## config.mk

```make
export PLATFORM = sky130hd
export DESIGN_NAME = tmr_guard_regs
export DESIGN_NICKNAME = d
export VERILOG_FILES = /design/src/rtl/tmr_guard_pkg.sv /design/src/rtl/tg_key_lock.sv /design/src/rtl/tg_clr_gate.sv /design/src/rtl/tg_sticky_sts.sv /design/src/rtl/tmr_guard_regs.sv
export SDC_FILE = /design/constraint.sdc
export NUM_CORES = 1
export LEC_CHECK = 0
export ABC_CLOCK_PERIOD_IN_PS = 2380
export BUFFER_PORTS_ARGS = -buffer_cell sky130_fd_sc_hd__buf_2
export CORE_UTILIZATION = 37
export CTS_BUF_LIST = sky130_fd_sc_hd__clkbuf_2
export CTS_CLUSTER_SIZE = 20
export DETAILED_ROUTE_END_ITERATION = 10
export PLACE_DENSITY = 0.81
export SYNTH_ARGS = -nofsm -noshare
export SYNTH_HDL_FRONTEND = slang
export SYNTH_SLANG_ARGS = --single-unit
```

## constraint.sdc

```tcl
create_clock -name clk -period 2.38 [get_ports clk]
set_clock_uncertainty 0.1 [all_clocks]
set_input_delay 0.357 -clock clk [delete_from_list [all_inputs] [get_ports clk]]
set_output_delay 0.357 -clock clk [all_outputs]
set_load 0.02 [all_outputs]
```

## src/rtl/tmr_guard_pkg.sv

```systemverilog
package tmr_guard_pkg;

    localparam logic [7:0] OFS_STATUS = 8'h34;
    localparam logic [7:0] OFS_KEY    = 8'h38;
    localparam logic [7:0] OFS_CLEAR  = 8'h3C;

    localparam logic [7:0] KEY_OPEN   = 8'hAE;
    localparam logic [7:0] KEY_SHUT   = 8'hEA;
    localparam int         KEY_LSB    = 1;
    localparam int         KEY_W      = 8;

    typedef enum logic [1:0] {
        KCMD_NONE = 2'd0,
        KCMD_OPEN = 2'd1,
        KCMD_SHUT = 2'd2
    } key_cmd_t;

    typedef struct packed {
        logic key;
        logic clr;
        logic sts;
    } wr_sel_t;

    function automatic key_cmd_t classify_key(input logic [KEY_W-1:0] k);
        if (k == KEY_OPEN)      return KCMD_OPEN;
        else if (k == KEY_SHUT) return KCMD_SHUT;
        else                    return KCMD_NONE;
    endfunction

endpackage

```

## src/rtl/tg_key_lock.sv

```systemverilog
module tg_key_lock
    import tmr_guard_pkg::*;
#(
    parameter int DATA_W = 32
) (
    input  logic              clk,
    input  logic              rst,
    input  logic              wr_key,
    input  logic [DATA_W-1:0] wdata,
    output logic              unlocked
);

    key_cmd_t cmd;

    always_comb begin
        cmd = wr_key ? classify_key(wdata[KEY_LSB +: KEY_W]) : KCMD_NONE;
    end

    always_ff @(posedge clk) begin
        if (rst) begin
            unlocked <= 1'b0;
        end else begin
            unique case (cmd)
                KCMD_OPEN: unlocked <= 1'b1;
                KCMD_SHUT: unlocked <= 1'b0;
                default:   unlocked <= unlocked;
            endcase
        end
    end


    key_open_chk: assert property (@(posedge clk) disable iff (rst)
        (wr_key && wdata[KEY_LSB +: KEY_W] == 8'hAE) |=> unlocked);


    key_shut_chk: assert property (@(posedge clk) disable iff (rst)
        (wr_key && wdata[KEY_LSB +: KEY_W] == 8'hEA) |=> !unlocked);


    key_hold_chk: assert property (@(posedge clk) disable iff (rst)
        (!wr_key || (wdata[KEY_LSB +: KEY_W] != 8'hAE && wdata[KEY_LSB +: KEY_W] != 8'hEA))
        |=> $stable(unlocked));

endmodule

```

## src/rtl/tg_clr_gate.sv

```systemverilog
module tg_clr_gate #(
    parameter int CTRL_W = 32
) (
    input  logic              clk,
    input  logic              rst,
    input  logic              wr_clr,
    input  logic              unlocked,
    input  logic [CTRL_W-1:0] wdata,
    input  logic [CTRL_W-1:0] ctrl_word,
    output logic [CTRL_W-1:0] clr_mask,
    output logic              clr_stb
);

    logic grant;

    always_comb begin
        grant = wr_clr && unlocked;
    end

    always_ff @(posedge clk) begin
        if (rst) begin
            clr_stb  <= 1'b0;
            clr_mask <= '0;
        end else begin
            clr_stb  <= grant;
            clr_mask <= grant ? (wdata & ctrl_word) : '0;
        end
    end


    clr_grant_chk: assert property (@(posedge clk) disable iff (rst)
        (wr_clr && unlocked) |=> (clr_stb && clr_mask == $past(wdata & ctrl_word)));


    clr_block_chk: assert property (@(posedge clk) disable iff (rst)
        !(wr_clr && unlocked) |=> (!clr_stb && clr_mask == '0));

endmodule

```

## src/rtl/tg_sticky_sts.sv

```systemverilog
module tg_sticky_sts #(
    parameter int NCH = 8
) (
    input  logic           clk,
    input  logic           rst,
    input  logic           wr_sts,
    input  logic [NCH-1:0] wdata,
    input  logic [NCH-1:0] events,
    output logic [NCH-1:0] status
);

    genvar g;
    generate
        for (g = 0; g < NCH; g++) begin : g_bit
            always_ff @(posedge clk) begin
                if (rst)
                    status[g] <= 1'b0;
                else if (events[g])
                    status[g] <= 1'b1;
                else if (wr_sts)
                    status[g] <= status[g] & wdata[g];
            end
        end
    endgenerate


    sts_set_chk: assert property (@(posedge clk) disable iff (rst)
        (|events) |=> ((status & $past(events)) == $past(events)));


    sts_hold_chk: assert property (@(posedge clk) disable iff (rst)
        (!wr_sts && events == '0) |=> $stable(status));


    sts_and_chk: assert property (@(posedge clk) disable iff (rst)
        (wr_sts && events == '0) |=> (status == $past(status & wdata)));

endmodule

```

## src/rtl/tmr_guard_regs.sv

```systemverilog
module tmr_guard_regs
    import tmr_guard_pkg::*;
#(
    parameter int ADDR_W = 8,
    parameter int DATA_W = 32,
    parameter int NCH    = 8
) (
    input  logic              clk,
    input  logic              rst,
    input  logic              bus_wr,
    input  logic [ADDR_W-1:0] bus_addr,
    input  logic [DATA_W-1:0] bus_wdata,
    output logic [DATA_W-1:0] bus_rdata,
    input  logic [DATA_W-1:0] ctrl_word,
    input  logic [NCH-1:0]    chan_evt,
    output logic [DATA_W-1:0] clr_mask,
    output logic              clr_stb,
    output logic [NCH-1:0]    irq_status
);

    localparam logic [ADDR_W-1:0] A_STS = ADDR_W'(OFS_STATUS);
    localparam logic [ADDR_W-1:0] A_KEY = ADDR_W'(OFS_KEY);
    localparam logic [ADDR_W-1:0] A_CLR = ADDR_W'(OFS_CLEAR);

    wr_sel_t sel;
    logic    unlocked;

    always_comb begin
        sel.key = bus_wr && (bus_addr == A_KEY);
        sel.clr = bus_wr && (bus_addr == A_CLR);
        sel.sts = bus_wr && (bus_addr == A_STS);
    end

    tg_key_lock #(.DATA_W(DATA_W)) u_lock (
        .clk      (clk),
        .rst      (rst),
        .wr_key   (sel.key),
        .wdata    (bus_wdata),
        .unlocked (unlocked)
    );

    tg_clr_gate #(.CTRL_W(DATA_W)) u_clr (
        .clk       (clk),
        .rst       (rst),
        .wr_clr    (sel.clr),
        .unlocked  (unlocked),
        .wdata     (bus_wdata),
        .ctrl_word (ctrl_word),
        .clr_mask  (clr_mask),
        .clr_stb   (clr_stb)
    );

    tg_sticky_sts #(.NCH(NCH)) u_sts (
        .clk    (clk),
        .rst    (rst),
        .wr_sts (sel.sts),
        .wdata  (bus_wdata[NCH-1:0]),
        .events (chan_evt),
        .status (irq_status)
    );

    always_comb begin
        bus_rdata = '0;
        if (bus_addr == A_KEY)
            bus_rdata[0] = unlocked;
        else if (bus_addr == A_STS)
            bus_rdata[NCH-1:0] = irq_status;
    end


    reset_state_chk: assert property (@(posedge clk)
        rst |=> (irq_status == '0 && !unlocked && !clr_stb));

endmodule

```

# Word level (Yosys, flattened, before mapping)
# Index checks and enable logic that the tools add are counted.
# word_totals
ff_bits,42
input_bits,83
out_inout_bits,73
elab_cells,65
# op_classes
n_eq_ne,7
muxes,23
n_bitwise,10
n_reduce_logical,14
# op_table
op,n
$and 32x32->32,1
$eq 8x6->1 const B,3
$reduce_bool 2->1,9
$mux 1,17
$eq 8x8->1 const B,2
$and 1x1->1,8
$mux 8,1
$mux 7,1
$mux 2,3
$logic_and 1x1->1,4
$eq 2x1->1 const B,1
$eq 2x2->1 const B,1
$pmux 1 s2,1
$reduce_or 2->1,1
$not 1->1,1

# Longest topological paths before layout
# Gate-level depths: netlist (run 1).
# depth
ltp_word,6
mapped_depth,7
mapped_depth_nobuf,7

# Hierarchy
# Synthesis (run 1) repeated with hierarchy kept, for this count alone.
# unflattened
hier_cells,164
hier_area_um2,1755.4
# modules_own_cells
module,instances,cells_per_inst,area_each_um2,seq_area_each_um2
tg_clr_gate,1,69,908.4,660.6
tmr_guard_regs,1,52,386.6,0.0
tg_sticky_sts,1,33,377.9,160.2
tg_key_lock,1,10,82.6,20.0

# Worst setup path before layout (run 1)
# Ideal clock, no wire load.
# synth_timing
kind,input to register
startpoint,input bus_wdata[5]
endpoint,register u_lock.unlocked
setup_ns,0.117
arrival_ns,1.711
required_ns,2.163
slack_ns,0.452
cell_stages,6
path_buffers,0
path_cell_list,nor4b_1 > nand4_1 > or4_1 > ha_1 > a21oi_1 > nor2_1
# synth_between
elab_chain_cells,6
elab_cells_between_ends,9
classes_between,eq/ne (4); mux (4); reduce/logical (1)
# synth_lines
element,line,source
from (decl),tmr_guard_regs.sv:12,"input logic [DATA_W-1:0] bus_wdata,"
$eq 8x8->1,tmr_guard_pkg.sv:26,else if (k == KEY_SHUT) return KCMD_SHUT;
$mux 2,tmr_guard_pkg.sv:26,
$mux 2 *,tmr_guard_pkg.sv:25,if (k == KEY_OPEN) return KCMD_OPEN;
$mux 2 *,tg_key_lock.sv:16,cmd = wr_key ? classify_key(wdata[KEY_LSB +: KEY_W]) : KCMD_NONE;
$eq 2x2->1 or $eq 2x1->1 (tied branches),tg_key_lock.sv:23,unique case (cmd)
$pmux 1 s2 or $reduce_bool 2->1 (tied branches),-,
to (signal assigned),tg_key_lock.sv:26,default: unlocked <= unlocked;
to (decl),tg_key_lock.sv:10,output logic unlocked
# Every way passes the cells marked *; elsewhere a longest branch is shown, timed or not.
# A chain may end at the register's enable or synchronous reset.

# Worst setup path in the final report (run 1)
# layout_timing
startpoint,input bus_addr[0]
endpoint,output bus_rdata[5]
# layout_between
elab_chain_cells,3
elab_cells_between_ends,4
classes_between,eq/ne (2); mux (2)
# layout_lines
element,line,source
from (decl),tmr_guard_regs.sv:11,"input logic [ADDR_W-1:0] bus_addr,"
$eq 8x6->1,tmr_guard_regs.sv:66,else if (bus_addr == A_STS)
$mux 8,tmr_guard_regs.sv:66,
$mux 7 *,tmr_guard_regs.sv:64,if (bus_addr == A_KEY)
to (decl),tmr_guard_regs.sv:13,"output logic [DATA_W-1:0] bus_rdata,"
# Marked as above.

==> run_results.csv, run 1 <==
group,metric,value,unit
worst_hold_path,hold_start,"ctrl_word[18]",
placement,pre_cts_ws,183.1,ps
clock_network,cts_buffers,5,
global_route,antenna_found_initial,0,
timing,hold_viol_final,0,
drt,drc,0,
synthesis,synth_warnings,0,
clock_network,cts_hold_buf,0,
floorplan,design.die.area,4679,µm²
worst_setup_path,rr_startpoint,"u_lock.unlocked",
floorplan,start_util,39.65,%
clock_network,h-tree-depth,2,
drt,wl_per_cell,12.53,µm
worst_hold_path,hp-class,"primary input to flip-flop",
layout,drive_gt1_share,55.41,%
clock_network,post_cts_buffers,0,
placement,hpwlAfterDp,3540,µm
worst_setup_path,startpoint_type,"primary input",
synthesis,synth_seq_area_share,51.53,%
floorplan,core-area,4115,µm²
drt,antenna_left,0,
worst_setup_path,worst-setup-path-type,"primary input to primary output",
timing,rsz0062_at_grt,"false",
floorplan,boundaryPins,156,
power,power.density,594.7,nW/µm²
placement,port_buffers,131,
layout,fin_nets,379,
global_route,grt_pass1_vias,1296,
power,vdd_ir_drop_max,0.0002955,V
power,pwr-share-clk,36.9,%
worst_setup_path,cp.required,1920,ps
layout,synthToLayoutAreaGrowth,43.71,%
layout,final_common_cell,"buf_2",
drt,viasPerCell,4.540,
clock_network,clock-root-buffer,"clkbuf_2",
timing,slew_violations,0,
floorplan,rows,23,
worst_setup_path,cp_max_fo,7,
worst_setup_path,worstPathArrival,1520,ps
placement,dp_cells,338,
timing,fin_crit,1977,ps
synthesis,synth_cell_types,26,
power,combPwrFrac,11.3,%
worst_hold_path,hold_path_depth,2,
power,switching_share,23.47,%
worst_setup_path,timing.critical_path.from,"bus_addr[0]",
power,seqPwrFrac,51.7,%
global_route,globalRouteTotalUtil,17.48,%
drt,drt_first_pass_iters,4,
drt,wl,4335,µm
timing,worst_pin_slew,517.9,ps
synthesis,ys_async_sr_fraction,0,%
layout,finalNonFillerCells,346,
timing,setup_viol,0,
worst_setup_path,reg2regPathDepth,4,
drt,vias,1571,
timing,slew_headroom,65.33,%
global_route,grt_overflow,0,
power,p_leak,0.001399,µW
timing,fin_crit_sh,83.05,%
floorplan,die_h,68.41,µm
layout,diodes,0,
worst_setup_path,rrSetupSlack,960,ps
synthesis,syn_area,1632,µm²
clock_network,cts_resized,0,
layout,mostFrequentLayoutCells,"131 x buf_2, 42 x dfxtp_1, 24 x conb_1, 20 x nor2_1",
synthesis,synth_edf_count,0,
synthesis,netlist_instances,160,
clock_network,cts.sinks,42,
synthesis,synth-main-ff-cell,"dfxtp_1",
floorplan,die-width,68.41,µm
drt,drtIter0Drc,64,
job,drv_cap,0,
timing,fmax,505.9,MHz
status,status,"completed",
placement,place.gp.congestion,0.7156,
power,power.net_switching,327.3,µW
clock_network,clk_latency,390,ps
clock_network,clk_pin_slew,210,ps
global_route,grt_max_degree,33,
power,p_int,1067,µW
clock_network,clk_path_buf_depth,2,
clock_network,cts_tree,"built",
worst_setup_path,cp-end-kind,"primary output",
global_route,grt_first_pass_wirelength,5809,µm
timing,fin_ws,403.3,ps
synthesis,syn_area_per_cell,10.20,µm²
synthesis,ys_ff_latch,42,
timing,fin_setup_tns,0,ps
-- power by group through the flow --
stage                     clock network, µW  registers [µW]  logic (µW)
after global placement                    0             735         155
after CTS                               525             721         158
after floorplan                           0             746        90.7
after detailed placement                  0             735         158
final                                   515             722         158
after global routing                    561             724         174
-- Yosys cell counts (2+ instances only) --
| master | instances | area, µm² |
|---|---|---|
| and3_2 | 19 | 142.6 |
| nor2_1 | 20 | 75.07 |
| a211oi_1 | 8 | 60.06 |
| clkbuf_2 | 2 | 10.01 |
| buf_4 | 26 | 195.2 |
| and3_1 | 19 | 118.9 |
| nor4_1 | 2 | 12.51 |
| buf_2 | 2 | 10.01 |
| nand2b_1 | 2 | 12.51 |
| a21oi_1 | 2 | 10.01 |
| nand3_1 | 2 | 10.01 |
| dfxtp_1 | 42 | 840.8 |
-- metrics by stage --
step / hold slack [ps] / instance area, µm² / total power, µW / util (%)
2_1_floorplan: 369.7 / 1718 / 836.7 / -
3_3_place_gp: 395.0 / 2251 / 889.8 / 54.70
3_5_place_dp: 400.6 / 2251 / 892.9 / 54.70
4_1_cts: 42.87 / 2345 / 1405 / 56.98
5_1_grt: 9.696 / 2345 / 1458 / 56.98
6_report: 66.49 / 2345 / 1395 / 56.98
-- layer usage --
layer  part of all wire [%]  GRT usage (%)
met2                     53          32.23
met4                    1.8          8.594
met1                     34          16.55
met3                     11          7.000
met5                      0              0
-- final timing paths --
path	end
setup / recovery	bus_rdata[5]
hold / removal	u_clr.clr_mask[18]
setup reg to reg	u_clr.clr_mask[14]
hold reg to reg	u_sts.status[5]
-- flip-flops by register name, summed over array words and instances, names as in the netlist --
register,cells
u_clr.clr_mask,32
u_clr.clr_stb,1
u_sts.status,8
u_lock.unlocked,1
-- kinds of logic after synthesis --
kind of cell / share of synthesized area [%]
compound gates: 4.295
fa+ha+maj: 0.7667
buf+inv: 13.42
flops: 51.53
other cells: 0.2298
simple gates: 29.75
-- cell type report --
type	count	area (µm²)
clock inverters	3	68.82
multi-input cells	110	658.1
repair buffers	135	685.7
well taps	50	62.56
clock buffers	5	25.02
fillers	385	1770
inverters	1	3.754
flip-flops and latches	42	840.8
-- worst max-delay path, cell delays in order --
cell	delay (ps)
buf_2	90
nand4bb_1	250
nor2_1	420
and3_1	230
buf_2	170
Note: power is estimated with default switching activity, not from simulation.
==> run 2, diff against run 1 <==
--- a/config.mk
+++ b/config.mk
@@ -5,13 +5,14 @@
 export SDC_FILE = /design/constraint.sdc
 export NUM_CORES = 1
 export LEC_CHECK = 0
-export ABC_CLOCK_PERIOD_IN_PS = 2380
+export ABC_AREA = 1
+export ABC_CLOCK_PERIOD_IN_PS = 1910
 export BUFFER_PORTS_ARGS = -buffer_cell sky130_fd_sc_hd__buf_2
-export CORE_UTILIZATION = 37
+export CORE_UTILIZATION = 39
 export CTS_BUF_LIST = sky130_fd_sc_hd__clkbuf_2
 export CTS_CLUSTER_SIZE = 20
 export DETAILED_ROUTE_END_ITERATION = 10
-export PLACE_DENSITY = 0.81
+export PLACE_DENSITY = 0.82
 export SYNTH_ARGS = -nofsm -noshare
 export SYNTH_HDL_FRONTEND = slang
 export SYNTH_SLANG_ARGS = --single-unit
==> constraint.sdc (replaced) <==
create_clock -name clk -period 1.91 [get_ports clk]
set_clock_uncertainty 0.1 [all_clocks]
set_input_delay 0.2865 -clock clk [delete_from_list [all_inputs] [get_ports clk]]
set_output_delay 0.2865 -clock clk [all_outputs]
set_load 0.02 [all_outputs]
==> run 2 against run 1 <==
  * Register-to-register slack got worse by 340 ps
  * The flow now finishes with violations (design-rule violations)
  * Total power rose by 24%
  * Routed wire length rose by 33%
  * Clock power fell by 0.8%
  * Final area rose by 28%
  * Clock-buffer cell count rose by 1
  * Worst hold slack got worse by 45 ps
==> run_results.csv, run 2 <==
group,metric,value,unit
status,status,"finished with violations",
status,violations,"design-rule violations",
worst_setup_path,cp-end-kind,"primary output",
floorplan,design.die.area,4968,µm²
synthesis,synth.top_cells.by_area,"dfxtp_1 46%, buf_4 10%, nand2_1 9.6%",
global_route,globalRouteTotalUtil,22.62,%
placement,hpwlAfterDp,3433,µm
power,p_int,1274,µW
floorplan,boundaryPins,156,
worst_setup_path,worst-setup-path-type,"primary input to primary output",
placement,place.gp.congestion,0.8553,
drt,drc,26,
clock_network,cts_resized,0,
synthesis,synth_cell_types,19,
timing,fin_crit_sh,87.53,%
worst_setup_path,critical_path.top_delay_family,"buffers and inverters",
layout,diodes,0,
power,seqPwrFrac,52.1,%
floorplan,core-area,4444,µm²
synthesis,synth_edf_count,0,
worst_setup_path,slowest_delay,180,ps
timing,fin_setup_tns,0,ps
clock_network,clock-root-buffer,"clkbuf_2",
layout,reg.largest.list,"u_clr.clr_mask (32), u_sts.status (8)",
drt,wl_per_cell,12.38,µm
job,drv_cap,0,
timing,slew_headroom,64.17,%
worst_hold_path,hold_end,"u_clr.clr_mask[7]",
synthesis,syn_area_per_cell,8.130,µm²
synthesis,synth_warnings,0,
timing,fin_hold_ws,21.58,ps
power,p_leak,0.001613,µW
synthesis,synth_top_area_share,45.96,%
clock_network,h-tree-depth,2,
worst_setup_path,crit_buf_inv,4,
synthesis,synth-main-ff-cell,"dfxtp_1",
worst_setup_path,rrSetupSlack,620,ps
timing,setup_viol,0,
worst_setup_path,rr_startpoint,"u_lock.unlocked",
power,power.net_switching,450.9,µW
global_route,grt_overflow,0,
synthesis,yosysMostFrequentCell,"nand2_1",
drt,antenna_left,0,
synthesis,netlist_instances,225,
synthesis,synth_top_cell_by_area,"dfxtp_1",
global_route,antenna_found_initial,0,
layout,finalNonFillerCells,464,
timing,slew_violations,0,
power,combPwrFrac,18.3,%
layout,final_common_cell,"buf_2",
worst_setup_path,cp_cell_sequence,"buf_2, nor2_1, nand2_2, buf_4, nor2_4, inv_2, nor2_1, buf_2",
worst_setup_path,cp.required,1520,ps
clock_network,cts.sinks,42,
synthesis,ys_ff_latch,42,
placement,port_buffers,131,
floorplan,start_util,41.16,%
layout,regMostFlops,"u_clr.clr_mask",
clock_network,clk_pin_slew,220,ps
worst_setup_path,worstPathArrival,1290,ps
power,vdd_ir_drop_max,0.0003107,V
worst_setup_path,cp_max_fo,7,
timing,fmax,598.1,MHz
timing,worst_pin_slew,537.4,ps
layout,largest_reg_flops,32,
timing,hold_viol_final,0,
synthesis,ys_async_sr_fraction,0,%
timing,fin_crit,1672,ps
power,pwr-share-clk,29.6,%
timing,rsz0062_at_grt,"false",
floorplan,die-width,70.49,µm
drt,wl,5745,µm
clock_network,cts_buffers,5,
drt,drt_first_pass_iters,7,
worst_hold_path,hold_path_depth,3,
global_route,grt_max_degree,34,
worst_setup_path,reg2regPathDepth,5,
clock_network,cts_hold_buf,47,
power,switching_share,26.13,%
global_route,grt_pass1_vias,1949,
drt,vias,2062,
synthesis,synth_common_cells,"47 x nand2_1, 42 x dfxtp_1, 28 x inv_1, 26 x nor2_2, 25 x buf_4",
worst_hold_path,hold_start,"ctrl_word[7]",
clock_network,clk_latency,370,ps
worst_hold_path,hp-class,"primary input to flip-flop",
synthesis,synth_seq_area_share,45.96,%
floorplan,die_h,70.49,µm
layout,synthToLayoutAreaGrowth,63.95,%
drt,drtIter0Drc,102,
drt,viasPerCell,4.444,
layout,fin_nets,495,
layout,drive_gt1_share,43.69,%
placement,dp_cells,406,
worst_setup_path,cp_slowest_cell,"buf_2",
floorplan,rows,24,
clock_network,cts_tree,"built",
synthesis,syn_area,1829,µm²
worst_setup_path,rr_endpoint,"u_clr.clr_stb",
global_route,grt_first_pass_wirelength,8631,µm
layout,mostFrequentLayoutCells,"131 x buf_2, 50 x dlygate4sd3_1, 47 x nand2_1, 42 x dfxtp_1, 28 x inv_1",
worst_setup_path,startpoint_type,"primary input",
clock_network,clk_path_buf_depth,2,
clock_network,post_cts_buffers,0,
power,power.density,575.3,nW/µm²
-- run 2: worst max-delay path by stage --
stage / depth (start not counted) / from / to / slack (ps)
global placement: 9 / bus_wdata[1] / u_lock.unlocked / 80
finish: 8 / bus_addr[7] / bus_rdata[7] / 240
CTS: 8 / bus_addr[7] / bus_rdata[7] / 240
global route: 8 / bus_addr[7] / bus_rdata[7] / 150
detailed placement: 9 / bus_addr[1] / u_lock.unlocked / 50
floorplan: 8 / bus_addr[7] / u_lock.unlocked / 270
-- run 2: power by group through the flow --
stage / sequential (µW) / combinational (µW) / clock (µW)
5_1_grt: 901 / 340 / 561
3_3_place_gp: 916 / 222 / 0
4_1_cts: 899 / 300 / 532
3_5_place_dp: 916 / 225 / 0
6_report: 899 / 316 / 511
2_1_floorplan: 930 / 140 / 0
-- run 2: routing by layer --
| layer | global-route usage, % | part of all wire [%] | up-vias |
|---|---|---|---|
| li1 | - | - | 996 |
| met3 | 6.782 | 9.1 | 26 |
| met5 | 0 | 0 | - |
| met4 | 12.70 | 4.6 | 0 |
| met2 | 44.34 | 52 | 127 |
| met1 | 20.18 | 34 | 913 |
-- run 2: worst register-to-register path: cells and delay by family (launching register included) --
| family | cells | cell delay [ps] |
|---|---|---|
| buf+inv | 2 | 540 |
| flops | 1 | 370 |
| simple gates | 3 | 180 |
-- run 2: area by class of cell --
| class | count | area, µm² |
|---|---|---|
| clock buffer | 6 | 30.03 |
| clock inverter | 2 | 37.54 |
| inverter | 29 | 108.9 |
| fill | 344 | 1445 |
| sequential | 42 | 840.8 |
| multi-input combinational | 148 | 730.7 |
| tap | 52 | 65.06 |
| timing repair buffer | 185 | 1186 |
-- run 2: cells by family after synthesis --
family / after synthesis / share of synthesized area [%]
fa+ha+maj: 1 / 0.6839
flops: 42 / 45.96
compound gates: 9 / 2.462
other cells: 1 / 0.2050
buf+inv: 58 / 18.81
simple gates: 114 / 31.87
-- run 2: stage by stage --
| step | power (µW) | util [%] | instance area [µm²] | setup WS (ps) |
|---|---|---|---|---|
| detailed placement | 1141 | 54.70 | 2431 | 52.91 |
| global route | 1803 | 67.48 | 2999 | 148.4 |
| global placement | 1138 | 54.70 | 2431 | 76.55 |
| CTS | 1730 | 66.81 | 2969 | 241.8 |
| finish | 1725 | 67.48 | 2999 | 238.2 |
| floorplan | 1070 | - | 1916 | 271.0 |
==> run 3, diff against run 2 <==
--- a/config.mk
+++ b/config.mk
@@ -15,4 +15,5 @@
 export PLACE_DENSITY = 0.82
 export SYNTH_ARGS = -nofsm -noshare
 export SYNTH_HDL_FRONTEND = slang
+export SYNTH_HIERARCHICAL = 1
 export SYNTH_SLANG_ARGS = --single-unit
==> run 3 against run 2 <==
  * The flow now finishes without violations
  * Clock power shrank 21%
  * Sequential share of layout area shrank 1.4 points
  * Die area shrank 0.86%
  * Worst hold slack gained 21 ps
  * Utilization grew 4.0 points
  * First-iteration DRC count grew 41%
  * Combinational power grew 11%
  * Highest routed layer unchanged
==> run_results.csv, run 3 <==
group,metric,value,unit
layout,fin_area,3154,µm²
clock_network,cts.sinks,42,
clock_network,post_cts_buffers,0,
floorplan,design.die.area,4925,µm²
drt,antenna_left,0,
drt,drt_first_pass_iters,5,
timing,fin_setup_tns,0,ps
worst_setup_path,rr_startpoint,"u_lock/unlocked",
timing,fin_crit_sh,80.53,%
layout,regMostFlops,"u_clr/clr_mask",
clock_network,cts_tree,"built",
synthesis,ys_ff_latch,42,
drt,vias,2178,
floorplan,core-area,4414,µm²
synthesis,synth.top_cells.by_area,"dfxtp_1 46%, nand2_1 13%, buf_4 9.9%",
clock_network,cts_buffers,5,
clock_network,clock-root-buffer,"clkbuf_2",
layout,largest_reg_flops,32,
timing,fmax,650.2,MHz
layout,mostFrequentLayoutCells,"131 x buf_2, 70 x dlygate4sd3_1, 62 x nand2_1, 42 x dfxtp_1, 40 x nor2_1",
placement,port_buffers,131,
worst_setup_path,crit_end,"bus_rdata[0]",
power,p_leak,0.001723,µW
worst_setup_path,worst-setup-path-type,"flip-flop to primary output",
timing,hold_viol_final,0,
clock_network,clk_pin_slew,220,ps
synthesis,synth_common_cells,"62 x nand2_1, 42 x dfxtp_1, 40 x nor2_1, 37 x inv_1, 24 x buf_4",
worst_setup_path,cp-end-kind,"primary output",
worst_setup_path,cp_cell_sequence,"nand3_1, nand2_1, buf_2",
synthesis,ys_async_sr_fraction,0,%
synthesis,syn_area,1813,µm²
power,power.density,524.7,nW/µm²
floorplan,die-width,70.18,µm
placement,placed_area,2405,µm²
layout,synthToLayoutAreaGrowth,73.98,%
synthesis,synth_edf_count,0,
synthesis,synth_top_area_share,46.38,%
worst_setup_path,cp_max_fo,3,
job,drv_cap,0,
layout,drive_gt1_share,35.27,%
synthesis,synth-main-ff-cell,"dfxtp_1",
synthesis,netlist_instances,244,
floorplan,die_h,70.18,µm
floorplan,rows,24,
power,power.net_switching,484.4,µW
worst_setup_path,rrSetupSlack,680,ps
synthesis,syn_area_per_cell,7.430,µm²
power,p_int,1171,µW
power,vdd_ir_drop_max,0.0002389,V
synthesis,synth_top_family_by_area,"simple AND/OR/NAND/NOR gates",
worst_hold_path,hp-class,"primary input to flip-flop",
timing,slew_violations,0,
worst_setup_path,timing.critical_path.from,"u_lock/unlocked",
global_route,grt_first_pass_wirelength,9839,µm
worst_setup_path,startpoint_type,"flip-flop",
synthesis,synth_seq_area_share,46.38,%
drt,drtIter0Drc,144,
clock_network,h-tree-depth,2,
worst_setup_path,cp_slowest_cell,"dfxtp_1",
power,pwr-share-clk,24.3,%
synthesis,synth-xor-area-share,0,%
floorplan,boundaryPins,156,
drt,drc,0,
worst_setup_path,worstPathArrival,1150,ps
synthesis,synthMuxAreaShare,0,%
worst_setup_path,slowest_delay,460,ps
layout,reg.largest.list,"u_clr/clr_mask (32), u_sts/status (8)",
layout,final_common_cell,"buf_2",
placement,hpwlAfterDp,3472,µm
global_route,antenna_found_initial,0,
timing,fin_crit,1538,ps
placement,place.gp.congestion,0.6728,
drt,wl_per_cell,12.50,µm
synthesis,synthSimpleGateAreaFrac,29.81,%
global_route,grt_max_degree,34,
worst_setup_path,reg2regPathDepth,2,
layout,diodes,0,
synthesis,synth_fa_ha_area_share,0.6901,%
power,combPwrFrac,21.3,%
synthesis,synth_warnings,6,
synthesis,yosysMostFrequentCell,"nand2_1",
synthesis,synth_cell_types,19,
floorplan,start_util,41.07,%
worst_setup_path,cp.required,1520,ps
synthesis,synth_top_cell_by_area,"dfxtp_1",
layout,fin_nets,531,
worst_setup_path,rr_endpoint,"u_clr/clr_mask[6]",
status,status,"completed",
power,switching_share,29.27,%
drt,viasPerCell,4.356,
clock_network,clk_latency,380,ps
timing,rsz0062_at_grt,"false",
clock_network,clk_path_buf_depth,2,
timing,setup_viol,0,
global_route,grt_overflow,0,
synthesis,synth_compound_area_share,2.761,%
global_route,grt_pass1_vias,2180,
drt,wl,6250,µm
power,seqPwrFrac,54.4,%
global_route,globalRouteTotalUtil,25.82,%
run 3: metrics by stage:
step	worst slack [ps]	std cells	utilization, %	power (µW)	hold slack (ps)
3_3_place_gp	156.0	422	54.48	1139	362.5
4_1_cts	324.5	500	71.46	1653	2.324
2_1_floorplan	303.9	267	-	1069	258.9
3_5_place_dp	41.48	422	54.48	1143	373.4
5_1_grt	283.4	500	71.46	1734	11.00
6_report	371.9	500	71.46	1655	42.92
run 3: worst min path at each step:
stage                    startpoint                 to  slack (ps)  depth (start not counted)
finish                 bus_wdata[4]  u_clr/clr_mask[4]          40                          3
global route           bus_wdata[4]  u_clr/clr_mask[4]          10                          3
CTS                    bus_wdata[7]  u_clr/clr_mask[7]           2                          3
detailed placement  u_sts/status[7]    u_sts/status[7]         370                          2
global placement    u_sts/status[7]    u_sts/status[7]         360                          2
floorplan                       rst    u_lock/unlocked         260                          1
run 3: cells by family after synthesis:
family | count (synthesis)
compound gates | 10
fa+ha+maj | 1
buf+inv | 67
flops | 42
other cells | 1
simple gates | 123
run 3: what timing repair did:
action                                  4_1_cts  5_1_grt
hold buffers                                 70        0
endpoints found under the setup margin        0        0
resized for setup                             0        0
hold endpoints to repair                     40        0
run 3: per-layer routing:
layer / vias to the layer above / share of wire [%] / GRT usage (%)
li1: 1065 / - / -
met1: 976 / 35 / 24.55
met2: 125 / 55 / 52.14
met3: 12 / 8.1 / 6.926
met4: 0 / 1.7 / 8.444
met5: - / 0 / 0
run 3: power by group through the flow:
| stage | logic [µW] | clock network, µW | registers, µW |
|---|---|---|---|
| 6_report | 352 | 403 | 900 |
| 5_1_grt | 381 | 450 | 903 |
| 4_1_cts | 337 | 416 | 900 |
| 3_5_place_dp | 227 | 0 | 916 |
| 3_3_place_gp | 223 | 0 | 916 |
| 2_1_floorplan | 139 | 0 | 930 |
run 3: area by class of cell:
| class | count | area [µm²] |
|---|---|---|
| clock buffers | 5 | 25.02 |
| clock inverters | 3 | 23.77 |
| fillers | 334 | 1260 |
| inverters | 38 | 142.6 |
| multi-input cells | 158 | 693.2 |
| flip-flops and latches | 42 | 840.8 |
| well taps | 52 | 65.06 |
| repair buffers | 202 | 1364 |
run 3: critical path, delay by kind of cell, from the launching register on:
family | cells | cell delay, ps
and+or+nand+nor | 2 | 160
DFF | 1 | 460
buffers and inverters | 1 | 150
